--- src/rtl/acc_alu_pkg.sv ---
package acc_alu_pkg;
  localparam int OP_W = 5;

  typedef enum logic [OP_W-1:0] {
    OP_ADD_REG, OP_ADD_LIT, OP_SUB_REG, OP_SUB_LIT,
    OP_AND_REG, OP_AND_LIT, OP_IOR_REG, OP_IOR_LIT,
    OP_XOR_REG, OP_XOR_LIT, OP_NOT_REG, OP_INC_REG,
    OP_DEC_REG, OP_INC_SKP, OP_DEC_SKP, OP_MOV_REG,
    OP_MOV_LIT, OP_CLR_REG, OP_CLR_W,   OP_ROT_REG,
    OP_SWP_REG, OP_BSET,    OP_BCLR
  } alu_op_e;

  typedef struct packed {
    logic z;
    logic dc;
    logic c;
  } flag_t;

  typedef enum logic [1:0] {
    DST_FOLLOW,
    DST_W,
    DST_FILE
  } dst_mode_e;
endpackage

--- src/rtl/acc_alu_addsub.sv ---
module acc_alu_addsub #(
  parameter int DW = 8
) (
  input  logic [DW-1:0] a,
  input  logic [DW-1:0] w,
  input  logic          sub,
  output logic [DW-1:0] sum,
  output logic          c_out,
  output logic          dc_out
);
  localparam int NW = DW / 2;

  logic [DW-1:0] b;
  logic [DW:0]   full;
  logic [NW:0]   low;

  always_comb begin
    b      = sub ? ~w : w;
    full   = {1'b0, a} + {1'b0, b} + {{DW{1'b0}}, sub};
    low    = {1'b0, a[NW-1:0]} + {1'b0, b[NW-1:0]} + {{NW{1'b0}}, sub};
    sum    = full[DW-1:0];
    c_out  = full[DW];
    dc_out = low[NW];
  end
endmodule

--- src/rtl/acc_alu_unary.sv ---
module acc_alu_unary
  import acc_alu_pkg::*;
#(
  parameter int DW = 8,
  localparam int BW = $clog2(DW)
) (
  input  alu_op_e       op,
  input  logic [DW-1:0] f,
  input  logic [DW-1:0] w,
  input  logic [DW-1:0] k,
  input  logic          cin,
  input  logic [BW-1:0] bit_sel,
  output logic [DW-1:0] res
);
  localparam int NW = DW / 2;

  logic [DW-1:0] set_v, clr_v, swp_v, rot_v;

  for (genvar i = 0; i < DW; i++) begin : g_bitop
    assign set_v[i] = (bit_sel == BW'(i)) ? 1'b1 : f[i];
    assign clr_v[i] = (bit_sel == BW'(i)) ? 1'b0 : f[i];
  end

  assign swp_v = {f[NW-1:0], f[DW-1:NW]};
  assign rot_v = {f[DW-2:0], cin};

  always_comb begin
    unique case (op)
      OP_AND_REG:             res = f & w;
      OP_AND_LIT:             res = k & w;
      OP_IOR_REG:             res = f | w;
      OP_IOR_LIT:             res = k | w;
      OP_XOR_REG:             res = f ^ w;
      OP_XOR_LIT:             res = k ^ w;
      OP_NOT_REG:             res = ~f;
      OP_INC_REG, OP_INC_SKP: res = f + DW'(1);
      OP_DEC_REG, OP_DEC_SKP: res = f - DW'(1);
      OP_MOV_LIT:             res = k;
      OP_CLR_REG, OP_CLR_W:   res = '0;
      OP_ROT_REG:             res = rot_v;
      OP_SWP_REG:             res = swp_v;
      OP_BSET:                res = set_v;
      OP_BCLR:                res = clr_v;
      default:                res = f;
    endcase
  end
endmodule

--- src/rtl/acc_alu_decode.sv ---
module acc_alu_decode
  import acc_alu_pkg::*;
(
  input  alu_op_e   op,
  output flag_t     we,
  output dst_mode_e dst,
  output logic      use_adder,
  output logic      sub,
  output logic      lit,
  output logic      rot
);
  always_comb begin
    we        = '0;
    dst       = DST_FOLLOW;
    use_adder = 1'b0;
    sub       = 1'b0;
    lit       = 1'b0;
    rot       = 1'b0;
    unique case (op)
      OP_ADD_REG: begin use_adder = 1'b1; we = '{1'b1, 1'b1, 1'b1}; end
      OP_ADD_LIT: begin use_adder = 1'b1; lit = 1'b1; dst = DST_W;
                        we = '{1'b1, 1'b1, 1'b1}; end
      OP_SUB_REG: begin use_adder = 1'b1; sub = 1'b1; we = '{1'b1, 1'b1, 1'b1}; end
      OP_SUB_LIT: begin use_adder = 1'b1; sub = 1'b1; lit = 1'b1; dst = DST_W;
                        we = '{1'b1, 1'b1, 1'b1}; end
      OP_AND_REG, OP_IOR_REG, OP_XOR_REG, OP_NOT_REG,
      OP_INC_REG, OP_DEC_REG, OP_MOV_REG: we.z = 1'b1;
      OP_AND_LIT, OP_IOR_LIT, OP_XOR_LIT: begin we.z = 1'b1; dst = DST_W; end
      OP_MOV_LIT: dst = DST_W;
      OP_CLR_REG: begin we.z = 1'b1; dst = DST_FILE; end
      OP_CLR_W:   begin we.z = 1'b1; dst = DST_W; end
      OP_ROT_REG: begin we.c = 1'b1; rot = 1'b1; end
      OP_BSET, OP_BCLR: dst = DST_FILE;
      default: ;
    endcase
  end
endmodule

--- src/rtl/acc_alu.sv ---
module acc_alu
  import acc_alu_pkg::*;
#(
  parameter int DW = 8,
  localparam int BW = $clog2(DW)
) (
  input  logic          clk,
  input  logic          rst_n,
  input  logic          in_valid,
  output logic          in_ready,
  input  logic [OP_W-1:0] in_op,
  input  logic [DW-1:0] in_w,
  input  logic [DW-1:0] in_f,
  input  logic [DW-1:0] in_k,
  input  logic          in_cin,
  input  logic          in_dest,
  input  logic [BW-1:0] in_bit,
  output logic          out_valid,
  input  logic          out_ready,
  output logic [DW-1:0] out_res,
  output logic          out_dest,
  output logic          out_z,
  output logic          out_dc,
  output logic          out_c,
  output logic          out_we_z,
  output logic          out_we_dc,
  output logic          out_we_c,
  output logic          out_zero
);
  alu_op_e   op;
  flag_t     we, fv;
  dst_mode_e dst;
  logic      use_adder, sub, lit, rot;
  logic [DW-1:0] opnd, sum, ures, res_n;
  logic      c_add, dc_add, dest_n, take;

  assign op = alu_op_e'(in_op);

  acc_alu_decode u_dec (
    .op(op), .we(we), .dst(dst), .use_adder(use_adder),
    .sub(sub), .lit(lit), .rot(rot)
  );

  assign opnd = lit ? in_k : in_f;

  acc_alu_addsub #(.DW(DW)) u_add (
    .a(opnd), .w(in_w), .sub(sub), .sum(sum), .c_out(c_add), .dc_out(dc_add)
  );

  acc_alu_unary #(.DW(DW)) u_una (
    .op(op), .f(in_f), .w(in_w), .k(in_k), .cin(in_cin),
    .bit_sel(in_bit), .res(ures)
  );

  always_comb begin
    res_n = use_adder ? sum : ures;
    fv.z  = we.z & (res_n == '0);
    fv.dc = we.dc & dc_add;
    fv.c  = we.c & (rot ? in_f[DW-1] : c_add);
    unique case (dst)
      DST_W:    dest_n = 1'b0;
      DST_FILE: dest_n = 1'b1;
      default:  dest_n = in_dest;
    endcase
  end

  assign in_ready = !out_valid || out_ready;
  assign take     = in_valid && in_ready;

  always_ff @(posedge clk) begin
    if (!rst_n) begin
      out_valid <= 1'b0;
      out_res   <= '0;
      out_dest  <= 1'b0;
      out_z     <= 1'b0;
      out_dc    <= 1'b0;
      out_c     <= 1'b0;
      out_we_z  <= 1'b0;
      out_we_dc <= 1'b0;
      out_we_c  <= 1'b0;
      out_zero  <= 1'b0;
    end else if (take) begin
      out_valid <= 1'b1;
      out_res   <= res_n;
      out_dest  <= dest_n;
      out_z     <= fv.z;
      out_dc    <= fv.dc;
      out_c     <= fv.c;
      out_we_z  <= we.z;
      out_we_dc <= we.dc;
      out_we_c  <= we.c;
      out_zero  <= (res_n == '0);
    end else if (out_ready) begin
      out_valid <= 1'b0;
    end
  end
endmodule

--- config.mk ---
export PLATFORM = sky130hd
export DESIGN_NAME = acc_alu
export DESIGN_NICKNAME = d
export VERILOG_FILES = /design/src/rtl/acc_alu_pkg.sv /design/src/rtl/acc_alu_addsub.sv /design/src/rtl/acc_alu_unary.sv /design/src/rtl/acc_alu_decode.sv /design/src/rtl/acc_alu.sv
export SDC_FILE = /design/constraint.sdc
export NUM_CORES = 1
export LEC_CHECK = 0
export ABC_CLOCK_PERIOD_IN_PS = 5060
export BUFFER_PORTS_ARGS = -buffer_cell sky130_fd_sc_hd__clkbuf_2
export CORE_MARGIN = 5
export CORE_UTILIZATION = 48
export DETAILED_ROUTE_END_ITERATION = 8
export GPL_TIMING_DRIVEN = 0
export PLACE_DENSITY_LB_ADDON = 0.12
export SYNTH_ARGS = -nofsm -noshare
export SYNTH_HDL_FRONTEND = slang
export SYNTH_SLANG_ARGS = --single-unit
--- constraint.sdc ---
create_clock -name clk -period 5.06 [get_ports clk]
set_input_delay 0.506 -clock clk [delete_from_list [all_inputs] [get_ports clk]]
set_output_delay 0.506 -clock clk [all_outputs]
set_load 0.03 [all_outputs]
# Word level (Yosys, flattened, before mapping)
# Cells that the tools add are included.
dict set report totals {
  regBits 17
  latch_bits 0
  ram_bits 0
  romBits 0
  in_bits 38
  wordCells 106
  mem_count 0
}
dict set report op_classes {
  n_addsub 6
  multipliers 0
  n_div 0
  magnitude_cmp 0
  n_eq_ne 31
  shift 0
  mux 31
  bitwise 11
  n_reduce_logical 17
}
# cell count
set op_table {}
lappend op_table {{$pmux 8 s15} 1}
lappend op_table {{$eq 5x4->1 const B} 8}
lappend op_table {{$eq 5x5->1 const B} 7}
lappend op_table {{$mux 1} 25}
lappend op_table {{$mux 8} 3}
lappend op_table {{$eq 5x3->1 const B} 4}
lappend op_table {{$and 8x8->8} 2}
lappend op_table {{$not 8->8} 2}
lappend op_table {{$or 8x8->8} 2}
lappend op_table {{$reduce_or 16->1} 1}
lappend op_table {{$xor 8x8->8} 2}
lappend op_table {{$eq 3x3->1 const B} 4}
lappend op_table {{$eq 5x2->1 const B} 2}
lappend op_table {{$reduce_or 2->1} 5}
lappend op_table {{$add 8x8->9} 1}
lappend op_table {{$add 9x1->9} 1}
lappend op_table {{$add 8x1->8 const B} 1}
lappend op_table {{$logic_not 8->1} 1}
lappend op_table {{$sub 8x1->8 const B} 1}
lappend op_table {{$reduce_or 7->1} 1}
lappend op_table {{$eq 3x2->1 const B} 2}
lappend op_table {{$add 4x4->5} 1}
lappend op_table {{$add 5x1->5} 1}
lappend op_table {{$eq 5x1->1 const B} 1}
lappend op_table {{15 further kinds} 17}

# Logic depth before layout (Yosys ltp)
dict set report depth {
  ltp_word 9
  depth_mapped 14
  mapped_depth_nobuf 12
}

# Modules after synthesis
# From an unflattened synthesis, not the netlist that was laid out.
dict set report hier_totals {
  hier_cells 407
  area_unflattened_um2 2976.6
}
# module n_inst cells_each area_each_um2 seq_area_each_um2
set modules_own_cells {}
lappend modules_own_cells {acc_alu_unary 1 247 1545.2 0.0}
lappend modules_own_cells {acc_alu 1 92 885.8 340.3}
lappend modules_own_cells {acc_alu_addsub 1 48 404.1 0.0}
lappend modules_own_cells {acc_alu_decode 1 20 141.4 0.0}

# Worst setup path before layout
# OpenSTA, ideal clock, no wires.
dict set report synth_timing {
  path_kind {input to register}
  from {in in_op[2]}
  to {reg out_z}
  setup_ns 0.084
  arrival_time_ns 3.606
  slack_ns 1.370
  cell_stages 14
  cell_sequence {buf_2 > or3_1 > clkbuf_1 > nor2_1 > xor2_1 > fa_1 > a21o_1 > a21oi_1 > o21ai_0 > xor2_1 > o22ai_1 > a21o_1 > nand4_1 > o31ai_2}
}
dict set report synth_via {
  elab_chain_cells 9
  elab_cells_between_ends 42
  classes_between {add/sub (2); eq/ne (22); mux (8); bitwise (1); reduce/logical (9)}
}
# item line_no
set synth_lines {}
lappend synth_lines {{from (decl)} acc_alu.sv:11} ;# input logic [OP_W-1:0] in_op,
lappend synth_lines {{$eq 5x1->1 or $eq 5x2->1 (tied branches)} acc_alu_decode.sv:19} ;# unique case (op)
lappend synth_lines {{$reduce_or 2->1 (no line)} --}
lappend synth_lines {{$mux 1} acc_alu_decode.sv:19}
lappend synth_lines {{$mux 8, on equally long branches} {acc_alu.sv:44, acc_alu_addsub.sv:18}}
lappend synth_lines {{$add 8x8->9} acc_alu_addsub.sv:19} ;# full = {1'b0, a} + {1'b0, b} + {{DW{1'b0}}, sub};
lappend synth_lines {{$add 9x1->9} acc_alu_addsub.sv:19}
lappend synth_lines {{$mux 8} acc_alu.sv:56} ;# res_n = use_adder ? sum : ures;
lappend synth_lines {{$logic_not 8->1} acc_alu.sv:57} ;# fv.z = we.z & (res_n == '0);
lappend synth_lines {{$and 1x1->1 (*)} acc_alu.sv:57}
lappend synth_lines {{to (signal assigned)} acc_alu.sv:86} ;# out_z <= fv.z;
lappend synth_lines {{to (decl)} acc_alu.sv:22} ;# output logic out_z,
# Every way passes the cells marked *; elsewhere a longest branch is shown, timed or not.
# A chain may end at the register's enable or synchronous reset.

# Worst setup path after layout
dict set report layout_timing {
  from {in in_op[1]}
  to {reg out_z}
}
# The elaborated chain is that of the path after synthesis.

==> impl_metrics.toml <==
[die]
initial_core_util_pct = 49.27
design.core.area_mm2 = 0.006314
die_w_um = 90.50
dieArea_mm2 = 0.008190
die_y_um = 90.50
row_count = 29
ios = 56

[yosys]
netlist_instances = 452
async_reset_ff_share_pct = 0
synthSimpleGateAreaFrac_pct = 29.65
avgSynthCellArea_um2 = 6.882
netlist_area_mm2 = 0.003110
synth_adder_area_share_pct = 6.919
ys.flop_type = "dfxtp_1"
synth_nets = 506
synth-compound-area-share_pct = 33.91
synth.distinct_cells = 68
synth_top_family_by_area = "compound AO/OA/AOI/OAI gates"
ys_seq_area_share_pct = 10.94
yosys_warnings = 0
synth_xor_xnor_area_share_pct = 5.350
muxShareOfSynthArea_pct = 5.792
synth_edf_count = 0
ys_ff_latch = 17

[worst_setup_path]
worst_setup_path_start_kind = "input pin"
timing.rr.end = "out_z"
r2r_cells = 7
path_class = "in -> reg"
cp.buffers_inverters = 4
required_ps = 5220
cp.arrival_ps = 4720
regToRegSetupSlack_ps = 3440
cp_max_fo = 10
crit_chain = "clkbuf_2, buf_2, clkbuf_1, inv_1, nor2_1, xor2_1, fa_1, a21o_1, a21oi_1, o21ai_0, xor2_1, o22ai_1, a21o_1, nand4_1, o31ai_2"
cp_slowest_stage_delay_ps = 790
path_delay_family = "compound AO/OA/AOI/OAI gates"
cpMaxStageDelayCell = "nor2_1"
r2r_start = "out_valid"
crit_path_end_kind = "flip-flop"

[routing]
vias_per_cell = 6.789
wirelength_um = 12810
wl_per_cell_um = 22.01
drtIter0Drc = 559
drc = 0
vias = 3951
drt-pass1-iter-count = 5
postRouteAntennaNets = 0

[global_routing]
grt_pass1_wl_um = 19710
grt_pass1_vias = 3645
grt_max_degree = 11
overflow = 0
gr-usage-all-layers_pct = 29.47
antenna_found_initial = 0

[sta]
setup-violations-final = 0
maxSlewViolCount = 0
finalWorstSetupSlack_ps = 499.4
grt_setup_unrepaired = "false"
post-route-period-util_pct = 90.13
setup_tns_ps = 0
fin_skew_ps = 5.493
slew_headroom_pct = 5.451
fmax_mhz = 219.3
min_period_ps = 4561
tightest_slew_ps = 1399
hold_violations = 0

[clocking]
clk-insertion-delay-late_ps = 250
clkSinkCount = 17
cts_setup_buffers = 0
cts_hold_buf = 0
h-tree-depth = 1
post_cts_resized = 0
cts_buffer_depth = 2
numCtsBuffers = 3
cts_root_buf = "clkbuf_8"
cts_tree = "yes"
path_clk_slew_ps = 70

[placement]
place_area_mm2 = 0.003452
hpwl_um = 9856
numPortBuffers = 49
place_congestion = 1.060
dp_slack_ps = 360.4

[run_status]
status = "completed"

[pwr]
power_leakage_nw = 1.413
vdd_drop_max_mv = 0.1766
cellPowerDensity_mw_per_mm2 = 162.5

[run]
max_cap_viol_count = 0

[final_layout]
stdcell_area_mm2 = 0.003497
register_area_um2 = 340.3
largest_reg_flops = 8
diodes = 0
final_layout_size_suffix_gt1_share_pct = 15.64
multi_input_area_mm2 = 0.002539
final_cell_mix = "clkbuf_2 (49), nand2_1 (41), o21ai_0 (33)"
synthToLayoutAreaGrowth_pct = 12.43
final_common_cell = "clkbuf_2"
top_register = "out_res"
fill_cells = 645
nNetsFinal = 560

[worst_hold_path]
whs_endpoint = "out_res[1]"
hold_path_depth = 2
hold_start = "out_res[1]"
min_path_type = "reg -> reg"
[cell usage after synthesis, drive strengths merged, types with 4 or more instances]
library cell  count  area [um^2]
nand2            41        153.9
o21ai            34        170.2
nor2             29        116.4
clkbuf           28        105.1
a21oi            26        130.1
nand3            25        125.1
dfxtp            17        340.3
buf              15        70.07
inv              15        56.30
ha               14        175.2
xor2             11        96.34
nand4            10        62.56
nor3             10        50.05
o22ai            10        68.81
a32oi             9        78.83
mux2i             9        90.09
nor2b             9        56.30
nor3b             9        67.56
mux2              8        90.09
nand2b            8        50.05
xnor2             8        70.07
a21boi            7        52.55
o211ai            7        52.55
o31ai             7        57.55
a31oi             6        37.54
and2              5        31.28
a221oi            4        35.03
o211a             4        40.04
o21a              4        30.03
or3               4        25.02
[worst min-delay path, stage by stage, from the launching register on]
cell      delay, ps
dfxtp_1         310
nand2_1          40
a21boi_0         60
[how the worst max path moves through the flow]
stage,depth (start not counted),startpoint,end
CTS,15,in_op[1],out_z
floorplan,14,in_op[2],out_z
detailed placement,15,in_op[1],out_z
global route,15,in_op[1],out_z
finish,15,in_op[1],out_z
global placement,15,in_op[1],out_z
[metrics by stage]
stage / power, mW / util, % / instances / hold slack (ps)
floorplan: 0.3600 / - / 452 / 589.3
global placement: 0.4578 / 54.68 / 578 / 449.4
detailed placement: 0.4580 / 54.68 / 578 / 454.8
CTS: 0.5606 / 55.39 / 582 / 464.2
global route: 0.5991 / 55.39 / 582 / 489.6
finish: 0.5682 / 55.39 / 582 / 461.2
[layout make-up]
class                      count  area share, %
multi-input combinational    377          72.59
sequential                    17          9.732
timing repair buffer          49          7.013
buffer                        43          5.009
tap                           77          2.755
inverter                      15          1.610
clock buffer                   4          1.288
[power by group]
| part | internal, mW | total (mW) | leakage, nW | switching [mW] |
|---|---|---|---|---|
| logic | 0.111 | 0.319 | 1.25 | 0.208 |
| clock network | 0.0558 | 0.102 | 0.0228 | 0.0459 |
| registers | 0.143 | 0.147 | 0.140 | 0.00440 |
[routing by layer]
layer  vias to the layer above  global-route usage [%]  share of wire, %
met5                         -                       0                 0
met4                         0                   10.67               4.4
met3                        54                   7.417                11
met2                       249                   43.89                42
met1                      1839                   40.68                42
li1                       1809                       -                 -
[cell families after synthesis]
family                   after synthesis
XOR/XNOR                              19
flip-flops                            17
adder cells (fa/ha/maj)               16
AO/OA/AOI/OAI                        152
multiplexers                          17
AND/OR/NAND/NOR                      173
buffers and inverters                 58
(Power assumes the default switching activity.)
